File: config.mk
export PLATFORM = sky130hd
export DESIGN_NAME = x86_field_parser
export DESIGN_NICKNAME = d
export VERILOG_FILES = /design/src/rtl/x86fp_pkg.sv /design/src/rtl/x86fp_prefix_dec.sv /design/src/rtl/x86fp_op_lookup.sv /design/src/rtl/x86fp_addr_len.sv /design/src/rtl/x86_field_parser.sv
export SDC_FILE = /design/constraint.sdc
export NUM_CORES = 1
export LEC_CHECK = 0
export BUFFER_PORTS_ARGS = -buffer_cell sky130_fd_sc_hd__buf_4
export CORE_AREA = 2 2 85 62
export CTS_CLUSTER_SIZE = 12
export DETAILED_ROUTE_END_ITERATION = 6
export DIE_AREA = 0 0 87 64
export GPL_ROUTABILITY_DRIVEN = 1
export HOLD_SLACK_MARGIN = 0.15
export PLACE_DENSITY = 0.68
export SYNTH_ARGS = -nofsm -noshare
export SYNTH_HDL_FRONTEND = slang
export SYNTH_HIERARCHICAL = 1
export SYNTH_SLANG_ARGS = --single-unit
File: constraint.sdc
create_clock -name clk -period 4.25 [get_ports clk]
set_clock_uncertainty 0.1 [all_clocks]
set_input_delay 0.425 -clock clk [delete_from_list [all_inputs] [get_ports clk]]
set_output_delay 0.425 -clock clk [all_outputs]
set_load 0.02 [all_outputs]
File: src/rtl/x86fp_pkg.sv
// Package: shared types for the byte-serial instruction field parser.
// Assumes: opcode table entries are packed as {code[7:0], has_modrm, imm_kind[1:0]}.
package x86fp_pkg;

    typedef enum logic [2:0] {
        ST_PREFIX = 3'd0,
        ST_MODRM  = 3'd1,
        ST_SIB    = 3'd2,
        ST_DISP   = 3'd3,
        ST_IMM    = 3'd4
    } parse_st_e;

    typedef enum logic [1:0] {
        IMM_NONE = 2'd0,
        IMM_BYTE = 2'd1,
        IMM_OPSZ = 2'd2
    } imm_kind_e;

    typedef enum logic [2:0] {
        SEG_NONE = 3'd0,
        SEG_ES   = 3'd1,
        SEG_CS   = 3'd2,
        SEG_SS   = 3'd3,
        SEG_DS   = 3'd4,
        SEG_FS   = 3'd5,
        SEG_GS   = 3'd6
    } seg_e;

    typedef struct packed {
        logic lock;
        logic repne;
        logic rep;
        logic op16;
        logic adr;
        seg_e seg;
    } pfx_flags_t;

    localparam int OP_ENTRY_W = 11;

    function automatic logic [OP_ENTRY_W-1:0] op_entry(input logic [7:0] code,
                                                       input logic modrm,
                                                       input imm_kind_e kind);
        return {code, modrm, kind};
    endfunction

    localparam int DEF_NUM_OPS = 6;
    localparam logic [DEF_NUM_OPS*OP_ENTRY_W-1:0] DEF_OP_TABLE = {
        op_entry(8'h8B, 1'b1, IMM_NONE),
        op_entry(8'h8A, 1'b1, IMM_NONE),
        op_entry(8'h89, 1'b1, IMM_NONE),
        op_entry(8'h88, 1'b1, IMM_NONE),
        op_entry(8'hC7, 1'b1, IMM_OPSZ),
        op_entry(8'hC6, 1'b1, IMM_BYTE)
    };

endpackage

File: src/rtl/x86fp_prefix_dec.sv
// Module: prefix classifier. Decides whether a byte is a legacy prefix and
// gives the flag set that results from applying it to the current flags.
// Assumes: called only while the parser sits in the prefix state.
module x86fp_prefix_dec
    import x86fp_pkg::*;
(
    input  logic [7:0]  byte_i,
    input  logic        mode64_i,
    input  pfx_flags_t  cur_i,
    output logic        is_pfx_o,
    output pfx_flags_t  nxt_o
);

    // Classify the byte and merge its effect into the flag set.
    always_comb begin
        nxt_o    = cur_i;
        is_pfx_o = 1'b1;
        case (byte_i)
            8'h66: nxt_o.op16  = 1'b1;
            8'h67: nxt_o.adr   = 1'b1;
            8'hF0: nxt_o.lock  = 1'b1;
            8'hF2: nxt_o.repne = 1'b1;
            8'hF3: nxt_o.rep   = 1'b1;
            8'h26: if (!mode64_i) nxt_o.seg = SEG_ES;
            8'h2E: if (!mode64_i) nxt_o.seg = SEG_CS;
            8'h36: if (!mode64_i) nxt_o.seg = SEG_SS;
            8'h3E: if (!mode64_i) nxt_o.seg = SEG_DS;
            8'h64: nxt_o.seg = SEG_FS;
            8'h65: nxt_o.seg = SEG_GS;
            default: is_pfx_o = 1'b0;
        endcase
    end

endmodule

File: src/rtl/x86fp_op_lookup.sv
// Module: opcode table lookup. Matches a byte against every table entry and
// returns whether it is supported, whether a ModR/M byte follows, and the
// immediate kind. The lowest-index matching entry wins.
// Assumes: entries packed as in x86fp_pkg::op_entry.
module x86fp_op_lookup
    import x86fp_pkg::*;
#(
    parameter int NUM_OPS = DEF_NUM_OPS,
    parameter logic [NUM_OPS*OP_ENTRY_W-1:0] OP_TABLE = DEF_OP_TABLE
) (
    input  logic [7:0] byte_i,
    output logic       hit_o,
    output logic       has_modrm_o,
    output imm_kind_e  imm_kind_o
);

    logic [NUM_OPS-1:0] match;

    // One comparator per table entry.
    for (genvar i = 0; i < NUM_OPS; i++) begin : g_ent
        assign match[i] = (OP_TABLE[i*OP_ENTRY_W+3 +: 8] == byte_i);
    end

    // Select the attributes of the winning entry.
    always_comb begin
        hit_o       = |match;
        has_modrm_o = 1'b0;
        imm_kind_o  = IMM_NONE;
        for (int i = NUM_OPS-1; i >= 0; i--) begin
            if (match[i]) begin
                has_modrm_o = OP_TABLE[i*OP_ENTRY_W+2];
                imm_kind_o  = imm_kind_e'(OP_TABLE[i*OP_ENTRY_W +: 2]);
            end
        end
    end

endmodule

File: src/rtl/x86fp_addr_len.sv
// Module: addressing-mode sizer. From mod, rm, the SIB base and the address
// width, decides whether a SIB byte follows and how many displacement bytes.
// Assumes: sib_seen_i is high only when base_i holds a real SIB base field.
module x86fp_addr_len (
    input  logic [1:0] mod_i,
    input  logic [2:0] rm_i,
    input  logic [2:0] base_i,
    input  logic       sib_seen_i,
    input  logic       addr16_i,
    output logic       need_sib_o,
    output logic [3:0] disp_len_o
);

    // SIB presence: only with 32/64-bit addressing and a memory rm of 100b.
    always_comb begin
        need_sib_o = !addr16_i && !sib_seen_i && (mod_i != 2'b11) && (rm_i == 3'b100);
    end

    // Displacement size for the two address widths.
    always_comb begin
        disp_len_o = 4'd0;
        if (addr16_i) begin
            case (mod_i)
                2'b01:   disp_len_o = 4'd1;
                2'b10:   disp_len_o = 4'd2;
                2'b00:   disp_len_o = (rm_i == 3'b110) ? 4'd2 : 4'd0;
                default: disp_len_o = 4'd0;
            endcase
        end else begin
            case (mod_i)
                2'b01:   disp_len_o = 4'd1;
                2'b10:   disp_len_o = 4'd4;
                2'b00:   disp_len_o = ((!sib_seen_i && rm_i == 3'b101) ||
                                       (sib_seen_i && base_i == 3'b101)) ? 4'd4 : 4'd0;
                default: disp_len_o = 4'd0;
            endcase
        end
    end

endmodule

File: src/rtl/x86_field_parser.sv
// Module: byte-serial instruction field parser (top). Walks prefixes, opcode,
// ModR/M, SIB, displacement and immediate, one valid byte per cycle, and
// strobes done_o combinationally on the last byte with the decoded fields.
// Assumes: mode64_i is steady within an instruction; outputs other than
// done_o are meaningful only in the done_o cycle.
module x86_field_parser
    import x86fp_pkg::*;
#(
    parameter int MAX_LEN = 15,
    parameter int NUM_OPS = DEF_NUM_OPS,
    parameter logic [NUM_OPS*OP_ENTRY_W-1:0] OP_TABLE = DEF_OP_TABLE,
    localparam int LEN_W = $clog2(MAX_LEN + 1)
) (
    input  logic             clk,
    input  logic             rst_n,
    input  logic             mode64_i,
    input  logic             byte_valid_i,
    input  logic [7:0]       byte_i,
    output logic             done_o,
    output logic             err_o,
    output logic [LEN_W-1:0] len_o,
    output logic             op16_o,
    output logic             addr_ovr_o,
    output logic             lock_o,
    output logic             rep_o,
    output logic             repne_o,
    output logic [2:0]       seg_o,
    output logic             has_modrm_o,
    output logic [1:0]       mod_o,
    output logic [2:0]       reg_o,
    output logic [2:0]       rm_o
);

    localparam logic [LEN_W-1:0] LAST_CNT = LEN_W'(MAX_LEN - 1);

    parse_st_e        st_q, st_d;
    logic [LEN_W-1:0] cnt_q, cnt_d;
    pfx_flags_t       flags_q, flags_d;
    logic [7:0]       modrm_q, modrm_d;
    logic             modrm_seen_q, modrm_seen_d;
    logic [3:0]       imm_q, imm_d;
    logic [3:0]       rem_q, rem_d;

    logic             is_pfx;
    pfx_flags_t       pfx_nxt;
    logic             op_hit, op_modrm;
    imm_kind_e        op_kind;
    logic [3:0]       op_imm_len;
    logic             in_modrm, in_sib, addr16;
    logic [1:0]       a_mod;
    logic [2:0]       a_rm;
    logic             need_sib;
    logic [3:0]       disp_len;
    logic             nat_done, nat_err, over;

    x86fp_prefix_dec u_pfx (
        .byte_i   (byte_i),
        .mode64_i (mode64_i),
        .cur_i    (flags_q),
        .is_pfx_o (is_pfx),
        .nxt_o    (pfx_nxt)
    );

    x86fp_op_lookup #(.NUM_OPS(NUM_OPS), .OP_TABLE(OP_TABLE)) u_ops (
        .byte_i      (byte_i),
        .hit_o       (op_hit),
        .has_modrm_o (op_modrm),
        .imm_kind_o  (op_kind)
    );

    // Address operands come from the live byte in ModR/M state, else the stored one.
    always_comb begin
        in_modrm = (st_q == ST_MODRM);
        in_sib   = (st_q == ST_SIB);
        addr16   = flags_q.adr && !mode64_i;
        a_mod    = in_modrm ? byte_i[7:6] : modrm_q[7:6];
        a_rm     = in_modrm ? byte_i[2:0] : modrm_q[2:0];
    end

    x86fp_addr_len u_addr (
        .mod_i      (a_mod),
        .rm_i       (a_rm),
        .base_i     (byte_i[2:0]),
        .sib_seen_i (in_sib),
        .addr16_i   (addr16),
        .need_sib_o (need_sib),
        .disp_len_o (disp_len)
    );

    // Immediate size of the opcode under the current operand size.
    always_comb begin
        case (op_kind)
            IMM_BYTE: op_imm_len = 4'd1;
            IMM_OPSZ: op_imm_len = flags_q.op16 ? 4'd2 : 4'd4;
            default:  op_imm_len = 4'd0;
        endcase
    end

    // Next-state logic of the field walk.
    always_comb begin
        st_d         = st_q;
        cnt_d        = cnt_q;
        flags_d      = flags_q;
        modrm_d      = modrm_q;
        modrm_seen_d = modrm_seen_q;
        imm_d        = imm_q;
        rem_d        = rem_q;
        nat_done     = 1'b0;
        nat_err      = 1'b0;
        if (byte_valid_i) begin
            cnt_d = cnt_q + 1'b1;
            case (st_q)
                ST_PREFIX: begin
                    if (is_pfx) begin
                        flags_d = pfx_nxt;
                    end else if (!op_hit) begin
                        nat_done = 1'b1;
                        nat_err  = 1'b1;
                    end else begin
                        imm_d = op_imm_len;
                        if (op_modrm) begin
                            st_d = ST_MODRM;
                        end else if (op_imm_len != 4'd0) begin
                            st_d  = ST_IMM;
                            rem_d = op_imm_len;
                        end else begin
                            nat_done = 1'b1;
                        end
                    end
                end
                ST_MODRM, ST_SIB: begin
                    if (in_modrm) begin
                        modrm_d      = byte_i;
                        modrm_seen_d = 1'b1;
                    end
                    if (need_sib) begin
                        st_d = ST_SIB;
                    end else if (disp_len != 4'd0) begin
                        st_d  = ST_DISP;
                        rem_d = disp_len;
                    end else if (imm_q != 4'd0) begin
                        st_d  = ST_IMM;
                        rem_d = imm_q;
                    end else begin
                        nat_done = 1'b1;
                    end
                end
                ST_DISP: begin
                    rem_d = rem_q - 1'b1;
                    if (rem_q == 4'd1) begin
                        if (imm_q != 4'd0) begin
                            st_d  = ST_IMM;
                            rem_d = imm_q;
                        end else begin
                            nat_done = 1'b1;
                        end
                    end
                end
                ST_IMM: begin
                    rem_d = rem_q - 1'b1;
                    if (rem_q == 4'd1) nat_done = 1'b1;
                end
                default: st_d = ST_PREFIX;
            endcase
        end
        over = byte_valid_i && !nat_done && (cnt_q == LAST_CNT);
        if (nat_done || over) begin
            st_d         = ST_PREFIX;
            cnt_d        = '0;
            flags_d      = '0;
            modrm_seen_d = 1'b0;
            rem_d        = 4'd0;
            imm_d        = 4'd0;
        end
    end

    // State registers with synchronous active-low reset.
    always_ff @(posedge clk) begin
        if (!rst_n) begin
            st_q         <= ST_PREFIX;
            cnt_q        <= '0;
            flags_q      <= '0;
            modrm_q      <= 8'd0;
            modrm_seen_q <= 1'b0;
            imm_q        <= 4'd0;
            rem_q        <= 4'd0;
        end else begin
            st_q         <= st_d;
            cnt_q        <= cnt_d;
            flags_q      <= flags_d;
            modrm_q      <= modrm_d;
            modrm_seen_q <= modrm_seen_d;
            imm_q        <= imm_d;
            rem_q        <= rem_d;
        end
    end

    // Port view of the decoded instruction.
    always_comb begin
        done_o      = nat_done || over;
        err_o       = nat_err || over;
        len_o       = cnt_q + 1'b1;
        op16_o      = flags_q.op16;
        addr_ovr_o  = flags_q.adr;
        lock_o      = flags_q.lock;
        rep_o       = flags_q.rep;
        repne_o     = flags_q.repne;
        seg_o       = flags_q.seg;
        has_modrm_o = modrm_seen_q || in_modrm;
        mod_o       = in_modrm ? byte_i[7:6] : modrm_q[7:6];
        reg_o       = in_modrm ? byte_i[5:3] : modrm_q[5:3];
        rm_o        = in_modrm ? byte_i[2:0] : modrm_q[2:0];
    end


    done_needs_valid_chk: assert property (@(posedge clk) disable iff (!rst_n)
        done_o |-> byte_valid_i);


    err_implies_done_chk: assert property (@(posedge clk) disable iff (!rst_n)
        err_o |-> done_o);


    len_bound_chk: assert property (@(posedge clk) disable iff (!rst_n)
        done_o |-> (len_o >= 1 && len_o <= LEN_W'(MAX_LEN)));


    after_done_prefix_chk: assert property (@(posedge clk) disable iff (!rst_n)
        done_o |=> (st_q == ST_PREFIX && cnt_q == '0 && flags_q == '0));


    idle_hold_chk: assert property (@(posedge clk) disable iff (!rst_n)
        !byte_valid_i |=> ($stable(st_q) && $stable(cnt_q)));


    reg_mode_no_addr_chk: assert property (@(posedge clk) disable iff (!rst_n)
        (st_q == ST_MODRM && byte_valid_i && byte_i[7:6] == 2'b11)
        |=> (st_q == ST_IMM || st_q == ST_PREFIX));


    no_sib16_chk: assert property (@(posedge clk) disable iff (!rst_n)
        (st_q == ST_MODRM && byte_valid_i && flags_q.adr && !mode64_i)
        |=> (st_q != ST_SIB));


    seg64_hold_chk: assert property (@(posedge clk) disable iff (!rst_n)
        (st_q == ST_PREFIX && byte_valid_i && mode64_i && !done_o &&
         (byte_i == 8'h26 || byte_i == 8'h2E || byte_i == 8'h36 || byte_i == 8'h3E))
        |=> (flags_q.seg == $past(flags_q.seg)));


    rem_nonzero_chk: assert property (@(posedge clk) disable iff (!rst_n)
        (st_q == ST_DISP || st_q == ST_IMM) |-> (rem_q != 4'd0));

endmodule

==> summary.md, run 1 <==
| Metric | Value |
|---|---|
| Status | `complete, no violations` |
| Post-CTS setup buffers | `0` |
| Synth top area cells | `dfxtp_1 27%, nor2_1 5.5%, a21oi_1 4.8%` |
| Initial Utilization | `0.491` |
| Die ar. | `0.00557 mm2` |
| PortBufs | `34` |
| Core Util, Final | `0.569` |
| Tightest Pin Transition | `0.817 ns` |
| Setup WS pre-CTS | `0.348 ns` |
| Post-CTS Hold Fix Bufs | `0` |
| Avg Inst Size Synth | `7.96 um2` |
| CTS Buffer Depth | `2` |
| Vias | `2,211` |
| GRT met1 Usage | `0.318` |
| Routed wire length | `5.56 mm` |
| Residual DRC | `0` |
| Tcrit/Tclk final | `0.943` |
| H-tree levels | `2` |
| GRT Overall Usage | `0.214` |
| Number of vias per cell | `5.83` |
| # rows | `21` |
| Met3 Usage GRT | `0.0724` |
| Maximum vdd drop | `0.175 mV` |
| Worst setup EP type | `primary output` |
| Fillers | `426` |
| Core area | `0.00470 mm2` |
| Sequential fraction of the synthesis area | `0.269` |
| Setup tns final | `0 ns` |
| Yosys Warn Count | `6` |
| Post-synthesis register bit count | `31` |
| Met2 usage | `0.295` |
| Count of final setup violators | `0` |
| Min Tclk post-route | `4.01 ns` |
| Post-synth ARST share | `0` |
| Initial antenna violation count | `0` |
| Post-synth top area share | `0.269` |
| Die Span Y | `64 um` |
| Flop2flop setup slack | `0.30 ns` |
| Unrepaired setup endpoints after global routing | `no` |
| FF/Latch Area | `621 um2` |
| Area Growth Syn to Fin | `15.9%` |
| Vias in the first global route | `1,966` |
| Crit path launch type | `flip-flop` |
| Nets | `339` |
| CTS resizes | `0` |
| Starting DRT DRC Count | `296` |
| DP HPWL | `4.10 mm` |
| DIE WIDTH | `87 um` |
| Num CTS Buffers | `5` |
| First-pass GRT wire length | `9.52 mm` |
| Global routing's busiest layer | `met1` |
| Layout cells sized above 1 | `0.214` |
| Max-Cap Viols | `0` |
| WP data arrival | `3.48 ns` |
| Critical path class | `reg -> out` |
| Critical Path RT | `3.72 ns` |
| Antenna diodes | `0` |
| Post-synth EDFFs | `0` |
| Slew Limit Fails | `0` |
| Yosys cell types | `63` |
| Rel. slew slack | `0.455` |
| Most frequent cells after synthesis | `34 x nor2_1, 31 x dfxtp_1, 29 x nand2_1` |
| Total grt overflow | `0` |
| TritonCTS clock tree | `built` |
| Power Dens Cells | `217 mW/mm2` |
| Root Buffer | `clkbuf_8` |
| Worst-path maximum fanout | `14` |
| Setup slack after layout | `0.243 ns` |
| Wire per inst | `14.7 um` |
| Leak pwr | `1.12 nW` |
| Final Hold Fails | `0` |
| Clock sink total | `31` |
| Mapped Cells | `290` |
| Syn_nets | `308` |
| Io pins | `35` |
| Worst-path clk slew | `0.07 ns` |
| First drt pass iteration count | `4` |
| Worst hold path type | `in -> reg` |
| Fmax | `250 MHz` |
| Most frequent cell after synthesis | `nor2_1` |
| Area leader, netlist | `dfxtp_1` |
| Largest net degree at the start of global routing | `24` |
| Synth Flop Type | `dfxtp_1` |
| Antenna viol nets, final | `0` |
| Clock Latency Late Sink | `0.29 ns` |
| Routability-driven placement congestion ratio | `0.926` |
| Multi-input gate area | `0.00157 mm2` |
| Cell Area, Synth | `0.00231 mm2` |
-- worst paths after layout --
path                            startpoint         end  depth (start not counted)
worst max-delay path               st_q[0]       err_o                         10
worst min register to register  modrm_q[2]  modrm_q[2]                          2
worst min-delay path             byte_i[6]  modrm_q[6]                          3
worst max register to register     st_q[0]    cnt_q[1]                         10
-- kinds of logic after synthesis --
| family | share of synthesized area |
|---|---|
| adder cells (fa/ha/maj) | 0.0325 |
| AND/OR/NAND/NOR | 0.300 |
| AO/OA/AOI/OAI | 0.227 |
| multiplexers | 0.0867 |
| flip-flops | 0.269 |
| other | 0.00162 |
| XOR/XNOR | 0.0303 |
| buffers and inverters | 0.0531 |
-- through the flow --
step / cell area, um2 / hold slack [ns] / total power, mW / cells
3_5_place_dp: 2590 / 0.347 / 0.355 / 371
4_1_cts: 2680 / 0.320 / 0.583 / 379
5_1_grt: 2680 / 0.322 / 0.603 / 379
6_report: 2680 / 0.321 / 0.580 / 379
3_3_place_gp: 2590 / 0.340 / 0.356 / 371
2_1_floorplan: 2310 / 0.333 / 0.330 / 290
-- worst max-delay path: stages (launching register included) --
cell and delay [ns]:
dfxtp_1 0.58, nand2b_1 0.13, nor2_1 0.35, mux2_2 0.42, or4b_1 0.52, a211oi_2 0.29, nor2_1 0.09, nor4b_1 0.15
a211o_1 0.29, o32ai_1 0.17, buf_4 0.21
-- flip-flops by register name, summed over array words and instances, names as in the netlist --
| name | count |
|---|---|
| op16_o | 1 |
| addr_ovr_o | 1 |
| seg_o | 3 |
| modrm_seen_q | 1 |
| rem_q | 4 |
| imm_q | 3 |
| modrm_q | 8 |
| cnt_q | 4 |
| st_q | 3 |
| repne_o | 1 |
| rep_o | 1 |
| lock_o | 1 |
-- cell type report --
type | instances | share of cell area
Clock inverter | 2 | 0.00468
Tap cell | 57 | 0.0266
Inverter | 15 | 0.0210
Multi-Input combinational cell | 231 | 0.585
Clock buffer | 6 | 0.0271
Sequential cell | 31 | 0.232
Timing Repair Buffer | 37 | 0.104
-- report_power, final --
part | switching (mW) | internal, mW | leakage [nW]
clock | 0.117 | 0.114 | 0.0412
sequential | 0.00139 | 0.291 | 0.250
combinational | 0.0348 | 0.0218 | 0.832
total | 0.153 | 0.428 | 1.12
-- layout by cell type, fill, tap and decap left out, types with 3 or more instances in the layout --
master,Yosys,layout
a211o_1,5,5
a211oi_1,6,6
a211oi_2,4,4
a21o_1,3,3
a21oi_1,22,22
a31oi_1,3,3
buf_4,2,37
clkbuf_8,0,5
dfxtp_1,31,31
ha_1,6,6
inv_1,14,14
mux2_2,8,8
mux2i_1,11,11
nand2_1,29,29
nand2b_1,5,5
nand3_1,4,4
nand3b_1,4,4
nand4b_1,5,5
nor2_1,34,34
nor2b_1,6,6
nor3_1,9,9
o211ai_1,3,3
o21ai_0,7,7
o311ai_0,3,3
or2_2,3,3
or3_1,3,3
xnor2_1,4,4
xor2_1,4,4
-- layer usage --
layer,up-vias,wire length [um]
met5,-,0
met3,4,500
met2,83,2250
met4,0,51
met1,1004,2750
li1,1120,-
No activity file was read; power rests on OpenSTA's default activity.
==> run 2: changes to the inputs <==
CTS_BUF_LIST = sky130_fd_sc_hd__clkbuf_8   (was not set)
==> summary.md, run 2 (same netlist as run 1, synthesis figures left out) <==
| Metric | Value |
|---|---|
| Status | `complete, no violations (unchanged)` |
| Total grt overflow | `0 (unchanged)` |
| Top Registers | `modrm_q: 8 flops, cnt_q: 4 flops, rem_q: 4 flops (unchanged)` |
| Slew Limit Fails | `0 (unchanged)` |
| PortBufs | `34 (unchanged)` |
| Die ar. | `0.00557 mm2 (unchanged)` |
| Initial Utilization | `0.491 (unchanged)` |
| Reg power frac | `0.507 (was 0.505)` |
| Placement-stage cell area | `0.00259 mm2 (unchanged)` |
| Clock Latency Late Sink | `0.29 ns (about the same)` |
| Number of vias per cell | `5.83 (about the same)` |
| CP max stage cell | `dfxtp_1 (unchanged)` |
| Critical path class | `reg -> out (unchanged)` |
| Worst setup EP type | `primary output (unchanged)` |
| Residual DRC | `0 (unchanged)` |
| Starting DRT DRC Count | `296 (unchanged)` |
| Rel. slew slack | `0.455 (about the same)` |
| Layout cells sized above 1 | `0.214 (unchanged)` |
| Post-CTS setup buffers | `0 (unchanged)` |
| # rows | `21 (unchanged)` |
| Nets | `339 (unchanged)` |
| Maximum vdd drop | `0.175 mV (about the same)` |
| Top Family by Delay on Critical Path | `simple AND/OR/NAND/NOR gates (unchanged)` |
| Unrepaired setup endpoints after global routing | `no (unchanged)` |
| Routability-driven placement congestion ratio | `0.926 (unchanged)` |
| Worst hold path type | `in -> reg (unchanged)` |
| Initial antenna violation count | `0 (unchanged)` |
| Root Buffer | `clkbuf_8 (unchanged)` |
| GRT Overall Usage | `0.214 (about the same)` |
| Worst path buffer plus inverter count | `1 (unchanged)` |
| TritonCTS clock tree | `built (unchanged)` |
| Worst-path clk slew | `0.07 ns (about the same)` |
| Area Growth Syn to Fin | `15.9% (unchanged)` |
| Switching pwr | `0.153 mW (about the same)` |
| Power Dens Cells | `216 mW/mm2 (was 217 mW/mm2)` |
| Most flop-heavy register | `modrm_q (unchanged)` |
| Routed wire length | `5.55 mm (was 5.56 mm)` |
| CP Cell Sequence | `nand2b_1 -> nor2_1 -> mux2_2 -> or4b_1 -> a211oi_2 -> nor2_1 -> nor4b_1 -> a211o_1 -> o32ai_1 -> buf_4 (unchanged)` |
| DIE WIDTH | `87 um (unchanged)` |
| Antenna diodes | `0 (unchanged)` |
| Clock sink total | `31 (unchanged)` |
| Vias in the first global route | `1,965 (was 1,966)` |
| Count of final setup violators | `0 (unchanged)` |
| First-pass GRT wire length | `9.50 mm (was 9.52 mm)` |
| Clock power frac | `0.395 (was 0.398)` |
| Worst-path maximum fanout | `14 (unchanged)` |
| First drt pass iteration count | `4 (unchanged)` |
| Io pins | `35 (unchanged)` |
| Min Tclk post-route | `4.00 ns (was 4.01 ns)` |
| Largest register FFs | `8 (unchanged)` |
| Internal power component | `0.425 mW (was 0.428 mW)` |
| Crit path launch type | `flip-flop (unchanged)` |
| Fillers | `426 (unchanged)` |
| Most used cell, CP | `nor2_1 (unchanged)` |
| Critical path's largest stage delay | `0.57 ns (was 0.58 ns)` |
| CTS Buffer Depth | `2 (unchanged)` |
| Max-Cap Viols | `0 (unchanged)` |
| Setup tns final | `0 ns (unchanged)` |
| Tcrit/Tclk final | `0.942 (was 0.943)` |
| WP data arrival | `3.48 ns (about the same)` |
| Final Hold Fails | `0 (unchanged)` |
| Post-CTS Hold Fix Bufs | `0 (unchanged)` |
| Wire per inst | `14.6 um (was 14.7 um)` |
| Antenna viol nets, final | `0 (unchanged)` |
| WHS | `0.321 ns (about the same)` |
| Die Span Y | `64 um (unchanged)` |
| Largest net degree at the start of global routing | `24 (unchanged)` |
| Fmax | `250 MHz (about the same)` |
| DP HPWL | `4.10 mm (unchanged)` |
| Multi-input gate area | `0.00157 mm2 (unchanged)` |
| Most frequent cells in the layout | `37 x buf_4, 34 x nor2_1, 31 x dfxtp_1, 29 x nand2_1, 22 x a21oi_1 (unchanged)` |
| H-tree levels | `2 (unchanged)` |
| Leak pwr | `1.13 nW (was 1.12 nW)` |
| Vias | `2,208 (was 2,211)` |
| Switching power share of the total | `0.264 (was 0.263)` |
| Commonest non-fill, non-tap cell in the layout | `buf_4 (unchanged)` |
| Num CTS Buffers | `5 (unchanged)` |
| Cell area after layout | `0.00268 mm2 (unchanged)` |
| Core area | `0.00470 mm2 (unchanged)` |
| Combinational Power Share | `0.098 (about the same)` |
| Critical Path RT | `3.72 ns (about the same)` |
| FF/Latch Area | `621 um2 (unchanged)` |
| CTS resizes | `0 (unchanged)` |
| Tightest Pin Transition | `0.817 ns (about the same)` |
[run 2: cell type report]
cell class	count	share of cell area
repair buffers	37	0.104
clock inverters	3	0.00608
clock buffers	5	0.0257
inverters	15	0.0210
flip-flops and latches	31	0.232
multi-input cells	231	0.585
well taps	57	0.0266
[run 2: power groups by stage]
stage	sequential, mW	combinational (mW)	clock (mW)
after floorplan	0.299	0.0305	0
after global placement	0.299	0.0563	0
after detailed placement	0.299	0.0559	0
after CTS	0.293	0.0563	0.232
after global routing	0.293	0.0616	0.245
final	0.293	0.0566	0.228
[run 2: path summary, 6_finish.rpt]
path              start    endpoint  slack, ns  cells past startpoint
max reg2reg     st_q[0]    cnt_q[1]       0.31                     10
min           byte_i[6]  modrm_q[6]       0.32                      3
min reg2reg  modrm_q[2]  modrm_q[2]       0.35                      2
max             st_q[0]       err_o       0.25                     10
[run 2: metrics by stage]
step	setup slack [ns]	cells	utilization	power, mW
floorplan	0.517	290	-	0.330
global placement	0.438	371	0.551	0.356
detailed placement	0.348	371	0.551	0.355
CTS	0.284	379	0.569	0.581
global route	0.0159	379	0.569	0.600
finish	0.248	379	0.569	0.578
[run 2: per-layer routing]
layer / wire, um / global-route usage / vias up
li1: - / - / 1119
met1: 2760 / 0.317 / 1005
met2: 2240 / 0.295 / 80
met3: 493 / 0.0724 / 4
met4: 51 / 0.0469 / 0
met5: 0 / 0 / -
[run 2: worst min-delay path, cell delays in order]
cell and delay (ns):
buf_4 0.13, nand2_1 0.05, a21oi_1 0.05
